===== src/rtl/lane_pattern_gen.sv =====
module lane_pattern_gen #(
  parameter int CW     = 10,
  parameter int NWORDS = 8,
  parameter int LW     = 31
) (
  input  logic                 clk,
  input  logic                 rst_n,
  input  logic [2:0]           out_sel,
  input  logic                 prbs_en,
  input  logic [1:0]           prbs_poly,
  input  logic [1:0]           prbs_width,
  input  logic                 shift_en,
  input  logic [2:0]           shift_hold,
  input  logic [NWORDS*CW-1:0] shift_words,
  input  logic [CW-1:0]        data_in,
  output logic [CW-1:0]        char_out
);

  localparam int IW = (NWORDS > 1) ? $clog2(NWORDS) : 1;
  localparam logic [IW-1:0] LAST_IDX = IW'(NWORDS - 1);

  logic [LW-1:0] lfsr_q, lfsr_d;
  logic [CW-1:0] prbs_word;
  logic [IW-1:0] idx_q;
  logic [2:0]    cnt_q;
  logic [CW-1:0] shift_word;
  logic [CW-1:0] sel_word;

  function automatic logic [LW-1:0] lfsr_step(input logic [LW-1:0] s, input logic [1:0] poly);
    logic          fb;
    logic [LW-1:0] m;
    case (poly)
      2'd0:    begin fb = s[10] ^ s[8];  m = LW'(32'h0000_07FF); end
      2'd1:    begin fb = s[14] ^ s[13]; m = LW'(32'h0000_7FFF); end
      2'd2:    begin fb = s[6]  ^ s[5];  m = LW'(32'h0000_007F); end
      default: begin fb = s[30] ^ s[27]; m = LW'(32'h7FFF_FFFF); end
    endcase
    return ((s << 1) | LW'(fb)) & m;
  endfunction

  always_comb begin
    logic [LW-1:0] st;
    int            nsteps;
    st = lfsr_q;
    prbs_word = '0;
    case (prbs_width)
      2'd1:    nsteps = CW - 2;
      2'd2:    nsteps = 1;
      2'd3:    nsteps = CW;
      default: nsteps = 0;
    endcase
    if (!prbs_en) nsteps = 0;
    for (int k = 0; k < CW; k++) begin
      if (k < nsteps) begin
        st = lfsr_step(st, prbs_poly);
        prbs_word = {prbs_word[CW-2:0], st[0]};
      end
    end
    lfsr_d = prbs_en ? st : '1;
  end

  always_ff @(posedge clk or negedge rst_n) begin
    if (!rst_n) lfsr_q <= '1;
    else        lfsr_q <= lfsr_d;
  end

  assign shift_word = shift_en ? shift_words[(NWORDS-1-int'(idx_q))*CW +: CW] : '0;

  always_ff @(posedge clk or negedge rst_n) begin
    if (!rst_n) begin
      idx_q <= '0;
      cnt_q <= '0;
    end else if (!shift_en) begin
      idx_q <= '0;
      cnt_q <= '0;
    end else if (cnt_q >= shift_hold) begin
      cnt_q <= '0;
      idx_q <= (idx_q == LAST_IDX) ? '0 : idx_q + 1'b1;
    end else begin
      cnt_q <= cnt_q + 1'b1;
    end
  end

  always_comb begin
    case (out_sel)
      3'b001:  sel_word = data_in;
      3'b010:  sel_word = prbs_word;
      3'b100:  sel_word = shift_word;
      default: sel_word = '0;
    endcase
  end

  always_ff @(posedge clk or negedge rst_n) begin
    if (!rst_n) char_out <= '0;
    else        char_out <= sel_word;
  end

endmodule



===== config.mk =====
export PLATFORM = sky130hd
export DESIGN_NAME = lane_pattern_gen
export DESIGN_NICKNAME = d
export VERILOG_FILES = /design/src/rtl/lane_pattern_gen.sv
export SDC_FILE = /design/constraint.sdc
export NUM_CORES = 1
export LEC_CHECK = 0
export BUFFER_PORTS_ARGS = -buffer_cell sky130_fd_sc_hd__buf_2
export CORE_MARGIN = 4
export CORE_UTILIZATION = 50
export DETAILED_ROUTE_END_ITERATION = 12
export PLACE_DENSITY = 0.73
export SLEW_MARGIN = 20
export SYNTH_ARGS = -nofsm -noshare
export SYNTH_HDL_FRONTEND = slang
export SYNTH_SLANG_ARGS = --single-unit

===== constraint.sdc =====
create_clock -name clk -period 3.67 [get_ports clk]
set_clock_uncertainty 0.15 [all_clocks]
set_input_delay 0.734 -clock clk [delete_from_list [all_inputs] [get_ports clk]]
set_output_delay 0.734 -clock clk [all_outputs]
set_load 0.01 [all_outputs]

-- After elaboration in Yosys (flattened, before gate mapping)
Index checks and enable logic that the tools add are counted.
Widths: inputs -> output; s select.
- add/sub/neg operators: 3
- $mul: 1
- magnitude comparators: 11
- equality and inequality tests: 10
- shift operators: 1
- mux-type cells: 61
- bitwise gates (word level): 60
- reduce and logical (&&, ||, !) cells: 1
- operators with widths (operator ; number):
    $mux 31 ; 21
    $and 31x31->31 ; 10
    $or 31x1->31 ; 10
    $pmux 31 s3 ; 1
    $mux 10 ; 9
    $shiftx 80x9->10 ; 1
    $lt 3x32->1 const A ; 2
    $xor 1x1->1 ; 40
    $lt 1x32->1 const A ; 1
    $lt 2x32->1 const A ; 1
    $lt 4x32->1 const A ; 1
    $pmux 1 s3 ; 10
    $pmux 10 s3 ; 1
    $mux 3 ; 5
    $lt 3x4->1 const A ; 3
    $pmux 4 s3 ; 1
    $mux 1 ; 11
    $lt 4x4->1 const A ; 2
    $mul 4x4->8 const B ; 1
    $add 3x1->3 const B ; 2
    $eq 2x2->1 const B ; 3
    $eq 3x3->1 const B ; 2
    $eq 2x1->1 const B ; 2
    $mux 4 ; 1
    other kinds (7) ; 7
- flip-flop bits (word level): 47
- input bits: 104
- output and inout port bits: 10
- logic and storage cells: 152

-- Longest topological paths before layout
Gate-level depths: netlist of the first run.
- word-level depth: 63
- mapped depth: 17
- gate-level depth less buffers: 11

-- Worst setup path after synthesis of the first run
No wires, ideal clock.
- path kind: register to register
- start: register idx_q[0]
- end: register char_out[9]
- setup time: 126 ps
- arrival time: 3696 ps
- required time: 3394 ps
- path slack: -302 ps
- cell stages (with the launch flop): 14
- buffers on the path: 6
- period minus slack after synthesis: 3972 ps
- cells stage by stage: dfrtp_1 > buf_2 > buf_2 > buf_2 > buf_2 > inv_1 > ha_1 > clkbuf_1 > inv_1 > buf_1 > mux4_2 > mux2i_1 > o22ai_1 > a221o_1
- longest elaborated chain between the ends: 5
- RTL lines (what ; RTL line ; RTL):
    start: declaration ; 24 ; logic [IW-1:0] idx_q;
    start signal: assignment ; 78 ; idx_q <= (idx_q == LAST_IDX) ? '0 : idx_q + 1'b1;
    $sub 3x3->4 ; 67 ; assign shift_word = shift_en ? shift_words[(NWORDS-1-int'(idx_q))*CW +: CW] : '0;
    $mul 4x4->8 ; 67 ;
    $shiftx 80x9->10 ; 67 ;
    $mux 10 ; 67 ;
    $pmux 10 s3 ; 85 ; case (out_sel)
    named net sel_word[9] ; 27 ; logic [CW-1:0] sel_word;
    end signal: assignment ; 95 ; else char_out <= sel_word;
    end: declaration ; 16 ; output logic [CW-1:0] char_out
The timed path passes the listed nets, and every way through them passes these cells.
A chain may end at the register's enable or synchronous reset.

-- Worst setup path in the final report of the first run
- start: input prbs_en
- end: register lfsr_q[1]
- longest elaborated chain between the ends: 37
- elaborated cells between the ends (all ways): 88
- those cells by class: order compare (10); mux (28); bitwise (50)
- RTL lines (what ; RTL line ; RTL):
    start: declaration ; 9 ; input logic prbs_en,
    $mux 4 ; 52 ; if (!prbs_en) nsteps = 0;
    $lt 1x32->1 ; 54 ; if (k < nsteps) begin
    $mux 31 ; 54 ;
    $xor 1x1->1, or another cell as far along ; 36 ; default: begin fb = s[30] ^ s[27]; m = LW'(32'h7FFF_FFFF); end
    $pmux 1 s3 / $and 31x31->31 (equally long branches) ; 32, 38 ;
    $mux 1 / $mux 31 (equally long branches) ; 54 ;
    $or 31x1->31, or another cell as far along ; 38 ; return ((s << 1) | LW'(fb)) & m;
    $and 31x31->31 / $pmux 1 s3 (equally long branches) ; 38, 32 ;
    [... 22 more ...] ; n/a ;
    $or 31x1->31 ; 38 ;
    $and 31x31->31 ; 38 ;
    $mux 31 ; 54 ;
    $or 31x1->31 ; 38 ;
    $and 31x31->31 ; 38 ;
    $mux 31 ; 54 ;
    $mux 31 (*) ; 59 ; lfsr_d = prbs_en ? st : '1;
    named net lfsr_d[1] ; 22 ; logic [LW-1:0] lfsr_q, lfsr_d;
    end signal: assignment ; 64 ; else lfsr_q <= lfsr_d;
    end: declaration ; 22 ;
The timed path passes the listed nets; every way through them passes the cells marked *. The select of a mux whose other input is x is not followed.

==> results by group, run 1 <==
Outcome
  – Status: completed

Cells and area
  – Nets: 950
  – Ant diodes: 0
  – Final Core Density: 0.595
  – Area of the multi-input gates: 0.00532 mm^2
  – Share of layout cells above drive strength 1: 0.374
  – Fill count: 1159
  – Register area: 0.00122 mm^2
  – Synth-to-layout area growth: 15.1%

Power and ir drop
  – Worst vdd ir: 0.282 mV
  – Switch share: 0.420
  – Internal power: 1.80 mW
  – Comb power frac: 0.628
  – Sequential fraction of design power: 0.225
  – LEAKAGE: 3.07 nW
  – Psw: 1.30 mW
  – Clock Power Share: 0.147
  – PD cells: 389 mW/mm^2

Clocking
  – Worst-path clk slew: 0.07 ns
  – Clock Latency Late Sink: 0.29 ns
  – Clk sink count: 47
  – # Post-CTS Setup Buffers: 0
  – TritonCTS buffer count: 5
  – CTS resizes: 0
  – Post-CTS Hold Buffers: 0
  – Maximum clock path buffer count: 2
  – Clock root buffer: clkbuf_16
  – H-tree Lvls: 2
  – CTS tree: yes

Yosys
  – Top cells by area, synth: mux4_2 28%, dfstp_2 12%, dfrtp_1 5.8%
  – Synth cell count leaders: 85 x mux4_2, 61 x nand2_1, 53 x nor2_1
  – Avg Cell Area, Syn: 9.32 um^2
  – Most common cell in the netlist: mux4_2
  – Syn nets: 855
  – Yosys cell types: 79
  – Top_reg_cell synth: dfstp_2
  – Sequential fraction of the synthesis area: 0.175
  – Synthesis Warnings: 0
  – EDFF count, synth: 0
  – Mapped Area: 0.00693 mm^2
  – Top cell type's share of synthesized area: 0.276
  – Post-Synthesis Cells: 743
  – Post-synth top area cell: mux4_2
  – FFs w/ async S/R, synth: 1.00
  – Number of synthesized register bits: 47

Timing
  – Slew Viols, Final: 0
  – Tmin final: 3.16 ns
  – Worst Max-Slew Pin Slew: 0.979 ns
  – Period utilization: 0.860
  – Max-Slew Margin vs Limit: 0.346
  – Setup repair after global routing missed its margin: false
  – Fmax: 0.317 GHz
  – Final setup vio count: 0
  – Fin. Hold Viols: 0
  – Fin Hold WS: 0.251 ns

Detailed routing
  – DR vias/cell: 7.16
  – Routed via count: 7264
  – Drc violations: 0
  – Initial detailed-routing violation count: 949
  – WL final: 24.0 mm
  – Routed WL per cell: 23.6 um
  – Antenna viol nets, final: 0
  – DRT Pass-1 Iters: 5

Die
  – Rows: 42
  – Ports: 114
  – Starting Density: 0.517
  – Die X: 126 um
  – Core area: 0.0134 mm^2
  – Die footprint: 0.0158 mm^2
  – Die H: 126 um

Setup path
  – FF-to-FF Start: idx_q[0]
  – CP Launch Type: input port
  – Crit. End Element: flop
  – CP max stage delay: 0.45 ns
  – Worst reg2reg setup slack: 0.63 ns
  – Crit-path cells: buf_2 -> buf_12 -> nand2_1 -> a211oi_2 -> o31a_1 -> o21ai_0 -> and4_1 -> or4_1 -> and3_1 -> o31ai_1
  – Critical Path AT: 3.21 ns
  – Crit path kind: in2reg
  – Worst EP required: 3.72 ns
  – RR Endpoint: char_out[2]
  – CP Max Fanout: 45
  – Crit path launch: prbs_en
  – Slowest-stage cell, CP: a211oi_2
  – CP Capture Point: lfsr_q[1]
  – R2R cell count: 9

Flow run
  – Max cap viols: 0

Global routing
  – First-pass GRT wire length: 38.3 mm
  – GRT Residual Overflow: 0
  – Largest net degree at the start of global routing: 71
  – Tot GR Track Use: 0.297
  – Initial antenna violation count: 0
  – Vias in the first global route: 7074

Place
  – DP HPWL: 18.5 mm
  – GPL Wtd Cong: 1.04
  – Port Buf Inserts: 113

Hold path
  – Hold crit path type: in2async
[area by class of cell]
| class | instances | area share |
|---|---|---|
| clock inverter | 2 | 0.00157 |
| multi-input combinational | 599 | 0.667 |
| tap | 176 | 0.0276 |
| clock buffer | 6 | 0.0162 |
| timing repair buffer | 164 | 0.125 |
| sequential | 47 | 0.153 |
| inverter | 21 | 0.00988 |
[through the flow]
stage / std cells / setup TNS, ns / power (mW) / worst slack, ns / cell area [um^2]
finish: 1015 / 0 / 3.10 / 0.514 / 7980
global route: 1015 / 0 / 3.29 / 0.303 / 7980
CTS: 1015 / 0 / 3.08 / 0.584 / 7980
detailed placement: 1007 / 0 / 2.62 / 0.299 / 7830
global placement: 1007 / 0 / 2.59 / 0.322 / 7830
floorplan: 743 / -0.0398 / 2.09 / -0.0398 / 6930
[how the worst min path moves through the flow]
| stage | cells past startpoint | to | slack (ns) |
|---|---|---|---|
| 6_report | 1 | idx_q[2] | 0.25 |
| 5_1_grt | 1 | char_out[4] | 0.30 |
| 4_1_cts | 1 | idx_q[2] | 0.27 |
| 3_5_place_dp | 1 | cnt_q[0] | 0.31 |
| 3_3_place_gp | 1 | cnt_q[0] | 0.29 |
| 2_1_floorplan | 1 | cnt_q[0] | 0.28 |
[registers in the layout, summed over array words and instances, names as in the netlist]
name / count
lfsr_q: 31
char_out: 10
cnt_q: 3
idx_q: 3
[layout by cell type (no fill, tap or decap), types with 6 or more instances in the layout]
cell	instances
mux2_2	9
a221o_1	7
mux4_2	85
o31ai_1	6
nand3_1	15
nand2_1	61
o221ai_1	7
dfstp_2	31
o21ai_0	30
nor2_1	53
xnor2_1	21
a211oi_1	17
a22oi_1	19
inv_1	17
o211ai_1	12
nand2b_1	7
o21ai_1	6
a21oi_1	52
nor2b_1	7
buf_2	113
mux2i_1	25
ha_1	8
buf_4	47
dfrtp_1	14
xor2_1	8
and2_1	12
a221oi_1	6
and3_1	7
o22ai_1	8
nor3_1	11
[power groups by stage]
stage          Sequential (mW)  Clock [mW]  Combinational (mW)
3_5_place_dp             0.701           0                1.92
5_1_grt                  0.704       0.481                2.10
2_1_floorplan            0.637           0                1.45
6_report                 0.699       0.456                1.95
3_3_place_gp             0.702           0                1.89
4_1_cts                  0.693       0.465                1.92
[critical path: cells and delay by family]
family | cells | cell delay (ns)
buffers and inverters | 2 | 0.36
AND/OR/NAND/NOR | 4 | 1.03
AO/OA/AOI/OAI | 4 | 1.08
[metal layers]
layer / vias to the layer above / track usage / part of all wire
li1: 3143 / - / -
met1: 3492 / 0.396 / 0.37
met2: 522 / 0.481 / 0.47
met3: 107 / 0.0491 / 0.10
met4: 0 / 0.131 / 0.053
met5: - / 0 / 0
[cell families after synthesis]
group / synth area share
AO/OA/AOI/OAI: 0.236
buffers and inverters: 0.0571
adder cells (fa/ha/maj): 0.0145
AND/OR/NAND/NOR: 0.152
flip-flops: 0.175
multiplexers: 0.329
XOR/XNOR: 0.0367
Power figures use the tool's default switching activity.
==> run 2, diff against run 1 <==
- CTS_BUF_LIST: not set -> sky130_fd_sc_hd__clkbuf_8
- GPL_TIMING_DRIVEN: not set -> 0
==> run 2 against run 1 <==
  * Via count is 4.0% higher
  * Final cell count is 2.1% higher
  * Final area is 1.4% lower
  * Register-to-register slack worse by 0.40 ns
  * Wire length is 7.5% higher
  * Critical path type unchanged
  * Highest routed layer unchanged
==> results by group, run 2 (synthesis gave the netlist of run 1 again) <==
Cells and area
  – Max reg flops: 31 (unchanged)
  – Biggest register: lfsr_q
  – Commonest non-fill, non-tap cells in the layout: 126 x buf_2, 85 x mux4_2, 61 x nand2_1
  – Share of layout cells above drive strength 1: 0.335 (-0.0394)
  – Non-Filler Instances: 1036 (+2.1%)
  – Nets: 971 (+2.2%)
  – Synth-to-layout area growth: 13.5%
  – Largest registers: lfsr_q x31, char_out x10
  – Post-layout instance area: 0.00786 mm^2 (-1.4%)
  – Commonest non-fill, non-tap cell in the layout: buf_2
  – Ant diodes: 0 (unchanged)

Clocking
  – CTS tree: yes
  – H-tree Lvls: 2 (unchanged)
  – Clk sink count: 47 (unchanged)
  – Post-CTS Hold Buffers: 0 (unchanged)
  – Worst-path clk slew: 0.09 ns (+0.02 ns)
  – Clock root buffer: clkbuf_8
  – TritonCTS buffer count: 5 (unchanged)
  – Maximum clock path buffer count: 2 (unchanged)
  – Clock Latency Late Sink: 0.32 ns (+0.03 ns)

Timing
  – Fin. Hold Viols: 0 (unchanged)
  – Final setup vio count: 0 (unchanged)
  – Slew Viols, Final: 0 (unchanged)
  – Worst setup margin: 0.0794 ns (-0.435 ns)
  – Tmin final: 3.59 ns (+0.435 ns)
  – Max-Slew Margin vs Limit: 0.325 (-0.0208)
  – Setup repair after global routing missed its margin: false
  – Worst Max-Slew Pin Slew: 1.01 ns (+0.0312 ns)
  – Period utilization: 0.978 (+0.118)
  – Fmax: 0.279 GHz (-12%)
  – Fin Hold WS: 0.254 ns (+0.00304 ns)

Place
  – Inst Count DP: 1032 (+2.5%)
  – DP HPWL: 20.0 mm (+8.2%)
  – Port Buf Inserts: 113 (unchanged)
  – Dpl ws: -0.999 ns (-1.30 ns)
  – Area after DPL: 0.00772 mm^2 (-1.5%)
  – GPL Wtd Cong: 0.994 (-4.2%)

Die
  – Ports: 114 (unchanged)
  – Core area: 0.0134 mm^2 (unchanged)
  – Rows: 42 (unchanged)
  – Die X: 126 um (unchanged)
  – Starting Density: 0.517 (unchanged)
  – Die H: 126 um (unchanged)
  – Die footprint: 0.0158 mm^2 (unchanged)

Outcome
  – Status: completed

Hold path
  – Hold crit path type: in2async

Detailed routing
  – Routed WL per cell: 24.9 um (+5.3%)
  – Antenna viol nets, final: 0 (unchanged)
  – Initial detailed-routing violation count: 1069 (+13%)
  – WL final: 25.8 mm (+7.5%)
  – Drc violations: 0 (unchanged)
  – DRT Pass-1 Iters: 8 (+3)
  – DR vias/cell: 7.29 (+1.9%)
  – Routed via count: 7552 (+4.0%)

Power and ir drop
  – Psw: 1.34 mW (+3.3%)
  – PD cells: 394 mW/mm^2 (+1.3%)
  – Sequential fraction of design power: 0.210 (-0.015)
  – LEAKAGE: 2.98 nW (-3.1%)
  – Internal power: 1.75 mW (-2.6%)
  – Switch share: 0.434 (+0.0143)
  – Overall Power: 3.10 mW (-0.13%)
  – Clock Power Share: 0.136 (-0.011)
  – Comb power frac: 0.654 (+0.026)
  – Worst vdd ir: 0.229 mV (-19%)

Setup path
  – Crit path kind: in2reg
  – CP Max Fanout: 10 (-78%)
  – CP max stage delay: 0.67 ns (+0.22 ns)
  – Crit-path cells: buf_2 -> buf_2 -> and2_1 -> clkbuf_1 -> buf_1 -> clkbuf_2 -> nand2_1 -> a2111oi_1 -> a211o_1
  – Buffers plus inverters on the worst setup path: 5 (+3)
  – Worst EP required: 3.78 ns (+0.06 ns)
  – CP most frequent cell: buf_2
  – CP top delay family: buffers and inverters
  – Critical Path AT: 3.70 ns (+0.49 ns)
  – Slowest-stage cell, CP: a2111oi_1
  – CP Launch Type: input port
  – Crit. End Element: flop

Flow run
  – Max cap viols: 0 (unchanged)

Global routing
  – Largest net degree at the start of global routing: 48 (-32%)
  – Initial antenna violation count: 0 (unchanged)
  – GRT Residual Overflow: 0 (unchanged)
  – First-pass GRT wire length: 40.1 mm (+4.6%)
  – Vias in the first global route: 7239 (+2.3%)
  – Tot GR Track Use: 0.316 (+0.0189)
## run 2: worst paths after layout
| check | start | end | slack, ns | depth (start not counted) |
|---|---|---|---|---|
| worst min register to register | cnt_q[0] | cnt_q[0] | 0.33 | 1 |
| worst min-delay path | rst_n | idx_q[0] | 0.25 | 1 |
| worst max-delay path | prbs_width[0] | char_out[5] | 0.08 | 9 |
| min in group clk | cnt_q[0] | cnt_q[0] | 0.33 | 1 |
| worst max register to register | idx_q[1] | char_out[6] | 0.23 | 12 |
| max in group asynchronous | rst_n | lfsr_q[11] | 2.71 | 1 |
## run 2: what timing repair did
item,4_1_cts,5_1_grt
endpoints found under the setup margin,10,7
resized for setup,10,6
setup buffers,0,0
## run 2: cell type report
cell class                 instances  area (um^2)
timing repair buffer             113          568
buffer                            72          330
fill                            1222         5540
multi-input combinational        599         5330
clock inverter                     2         38.8
sequential                        47         1210
clock buffer                       6         82.6
tap                              176          220
inverter                          21         80.1
## run 2: stage by stage
stage | setup TNS (ns) | util
2_1_floorplan | -0.0398 | -
3_3_place_gp | -7.58 | 0.576
3_5_place_dp | -7.71 | 0.576
4_1_cts | 0 | 0.586
5_1_grt | 0 | 0.587
6_report | 0 | 0.587
## run 2: power by group through the flow
stage	Combinational [mW]	Sequential (mW)	Clock, mW
3_5_place_dp	1.97	0.650	0
2_1_floorplan	1.45	0.637	0
5_1_grt	2.16	0.654	0.442
4_1_cts	1.98	0.641	0.422
3_3_place_gp	1.96	0.649	0
6_report	2.03	0.649	0.423
## run 2: layer usage
layer  wire length (um)  share of wire  GRT usage  vias up
met5                  0              0          0        -
met2              12200           0.48      0.516      633
met4               1200          0.047      0.140        0
li1                   -              -          -     3189
met1               9600           0.37      0.420     3617
met3               2720           0.11     0.0470      113
==> run 3, diff against run 2 <==
- ABC_AREA: not set -> 1
==> run 3 against run 2 <==
  * Combinational power grew 19%
  * Power increased by 14%
  * Sequential cell count is the same
  * Largest cell class unchanged
  * Critical endpoint is now char_out[7]
  * Final area shrank 4.5%
  * Clock power grew 8.7%
  * Highest routed layer unchanged
  * Fmax is 4.0% higher
  * Register-to-register slack barely moved
  * Non-clock buffer count is 9 lower
  * Final cell count grew 39%
  * Core utilization up 0.11 points
  * Sequential share of layout area grew 0.73 points
==> results by group, run 3 <==
Cells and area
  – Biggest register: lfsr_q
  – Nets: 1378 (+42%)
  – Synth-to-layout area growth: 13.9%
  – Ant diodes: 0 (unchanged)
  – Share of layout cells above drive strength 1: 0.186 (-0.149)
  – Largest registers: lfsr_q x31, char_out x10
  – Register area: 0.00121 mm^2 (unchanged)
  – Non-Filler Instances: 1439 (+39%)
  – Post-layout instance area: 0.00751 mm^2 (-4.5%)
  – Max reg flops: 31 (unchanged)
  – Commonest non-fill, non-tap cell in the layout: nand2_1
  – Commonest non-fill, non-tap cells in the layout: 389 x nand2_1, 130 x buf_2, 130 x o21ai_0
  – Fill count: 1358 (+11%)
  – Area of the multi-input gates: 0.00461 mm^2 (-13%)

Die
  – Die footprint: 0.0151 mm^2 (-4.5%)
  – Ports: 114 (unchanged)
  – Starting Density: 0.516 (-0.000885)
  – Die H: 123 um (-2.3%)
  – Core area: 0.0128 mm^2 (-4.7%)
  – Die X: 123 um (-2.3%)
  – Rows: 41 (-2.4%)

Clocking
  – Post-CTS Hold Buffers: 0 (unchanged)
  – CTS tree: yes
  – TritonCTS buffer count: 5 (unchanged)
  – H-tree Lvls: 2 (unchanged)
  – Clock Latency Late Sink: 0.33 ns (about the same)
  – Worst-path clk slew: 0.09 ns (about the same)
  – Clk sink count: 47 (unchanged)
  – # Post-CTS Setup Buffers: 0 (unchanged)
  – Clock root buffer: clkbuf_8
  – Maximum clock path buffer count: 2 (unchanged)

Power and ir drop
  – Overall Power: 3.52 mW (+14%)
  – PD cells: 469 mW/mm^2 (+19%)
  – Worst vdd ir: 0.500 mV (+120%)
  – LEAKAGE: 3.78 nW (+27%)

Timing
  – Worst setup margin: 0.218 ns (+0.138 ns)
  – Tmin final: 3.45 ns (-0.138 ns)
  – Setup repair after global routing missed its margin: true
  – Period utilization: 0.941 (-0.0377)
  – Worst Max-Slew Pin Slew: 1.08 ns (+0.0661 ns)
  – Max-Slew Margin vs Limit: 0.277 (-0.0481)
  – Slew Viols, Final: 0 (unchanged)
  – Final setup vio count: 0 (unchanged)
  – Fmax: 0.290 GHz (+4.0%)
  – Fin. Hold Viols: 0 (unchanged)

Yosys
  – Top_reg_cell synth: dfstp_2
  – Most common cell in the netlist: nand2_1
  – Synth cell count leaders: 389 x nand2_1, 130 x o21ai_0, 102 x inv_1
  – Mapped Area: 0.00659 mm^2 (-4.8%)
  – FFs w/ async S/R, synth: 1.00 (unchanged)
  – Post-synth top area cell: nand2_1
  – Avg Cell Area, Syn: 5.74 um^2 (-38%)
  – Yosys cell types: 52 (-34%)
  – EDFF count, synth: 0 (unchanged)
  – Top cells by area, synth: nand2_1 22%, dfstp_2 12%, o21ai_0 9.9%
  – Top cell type's share of synthesized area: 0.222 (-0.0548)
  – Number of synthesized register bits: 47 (unchanged)
  – Sequential fraction of the synthesis area: 0.184 (+0.00892)
  – Synthesis Warnings: 0 (unchanged)
  – Post-Synthesis Cells: 1149 (+55%)
  – Syn nets: 1261 (+47%)

Setup path
  – CP max stage delay: 0.41 ns (-0.26 ns)
  – Worst EP required: 3.71 ns (-0.07 ns)
  – Crit path kind: reg2reg
  – CP Max Fanout: 19 (+9)
  – Critical Path AT: 3.50 ns (-0.20 ns)
  – Crit. End Element: flop
  – CP top delay family: buffers and inverters
  – Slowest-stage cell, CP: clkbuf_1
  – R2R cell count: 13 (+1)
  – CP Launch Type: flop
  – Levels on crit path: 13 (+4)
  – Crit-path cells: buf_2 -> inv_2 -> ha_1 -> clkbuf_1 -> nand2_1 -> clkbuf_1 -> o22ai_1 -> a21oi_1 -> o21ai_0 -> o221ai_1 -> o311ai_0 -> nand2_1 -> nand4_1
  – Buffers plus inverters on the worst setup path: 4 (-1)

Place
  – Inst Count DP: 1433 (+39%)
  – Port Buf Inserts: 112 (-0.88%)
  – Dpl ws: -0.221 ns (+0.778 ns)
  – DP HPWL: 22.0 mm (+9.7%)
  – GPL Wtd Cong: 1.06 (+6.7%)
  – Area after DPL: 0.00737 mm^2 (-4.5%)

Global routing
  – Initial antenna violation count: 0 (unchanged)
  – First-pass GRT wire length: 42.1 mm (+4.9%)
  – Vias in the first global route: 7720 (+6.6%)
  – GRT Residual Overflow: 0 (unchanged)
  – Tot GR Track Use: 0.362 (+0.0454)
  – Largest net degree at the start of global routing: 48 (unchanged)

Detailed routing
  – Routed WL per cell: 19.1 um (-23%)
  – Drc violations: 0 (unchanged)
  – Initial detailed-routing violation count: 1283 (+20%)
  – WL final: 27.5 mm (+6.6%)
  – Antenna viol nets, final: 0 (unchanged)
  – DRT Pass-1 Iters: 8 (unchanged)
  – DR vias/cell: 6.04 (-17%)
  – Routed via count: 8697 (+15%)

Hold path
  – Hold crit path type: in2async

Flow run
  – Max cap viols: 0 (unchanged)

Outcome
  – Status: completed
-- run 3: cell types whose count changed after synthesis, sizes merged, moves of 15 or more --
cell,delta
nand2,+349
a22oi,-15
nand3,+82
mux4,-85
inv,+100
o21ai,+123
a211oi,-17
xnor2,-19
-- run 3: layout make-up --
cell class                      count  area share
Buffer                             64      0.0415
Clock buffer                        5     0.00917
Clock inverter                      3     0.00850
Inverter                          120      0.0607
Multi-Input combinational cell    916       0.615
Sequential cell                    47       0.162
Tap cell                          172      0.0287
Timing Repair Buffer              112      0.0750
-- run 3: worst register-to-register path: cells and delay by family (launching register included) --
family	cells	cell delay [ns]
AND/OR/NAND/NOR	3	0.37
adder cells (fa/ha/maj)	1	0.29
flip-flops	1	0.40
buffers and inverters	4	1.12
AO/OA/AOI/OAI	5	1.01
-- run 3: timing repair --
item,CTS,global route
resized for setup,6,5
endpoints found under the setup margin,6,10
cloned,0,0
-- run 3: final timing paths --
path | startpoint | to | slack [ns]
setup / recovery | idx_q[0] | char_out[7] | 0.22
hold / removal | rst_n | char_out[2] | 0.29
setup reg to reg | idx_q[0] | char_out[7] | 0.22
hold reg to reg | cnt_q[0] | cnt_q[0] | 0.32
max in group asynchronous | rst_n | char_out[5] | 2.69
min in group clk | cnt_q[0] | cnt_q[0] | 0.32
-- run 3: stage by stage --
stage	TNS, ns	hold WS, ns	util
6_report	0	0.287	0.588
5_1_grt	-0.0669	0.323	0.588
4_1_cts	0	0.324	0.588
3_5_place_dp	-0.417	0.312	0.577
3_3_place_gp	-0.521	0.319	0.577
2_1_floorplan	0	0.282	-
-- run 3: cells by family after synthesis --
kind of cell | synth area share
buffers and inverters | 0.116
XOR/XNOR | 0.00532
multiplexers | 0.0319
adder cells (fa/ha/maj) | 0.0152
AO/OA/AOI/OAI | 0.263
flip-flops | 0.184
AND/OR/NAND/NOR | 0.384
-- run 3: routing by layer --
layer / up-vias / global-route usage / part of all wire
met3: 74 / 0.100 / 0.14
met5: - / 0 / 0
met1: 3904 / 0.536 / 0.43
met2: 611 / 0.507 / 0.40
met4: 0 / 0.102 / 0.026
li1: 4108 / - / -
-- run 3: power breakdown --
part / switching (mW) / total [mW] / internal (mW)
Sequential: 0.0389 / 0.642 / 0.603
Clock: 0.191 / 0.460 / 0.270
Combinational: 1.68 / 2.42 / 0.736
Total: 1.91 / 3.52 / 1.61
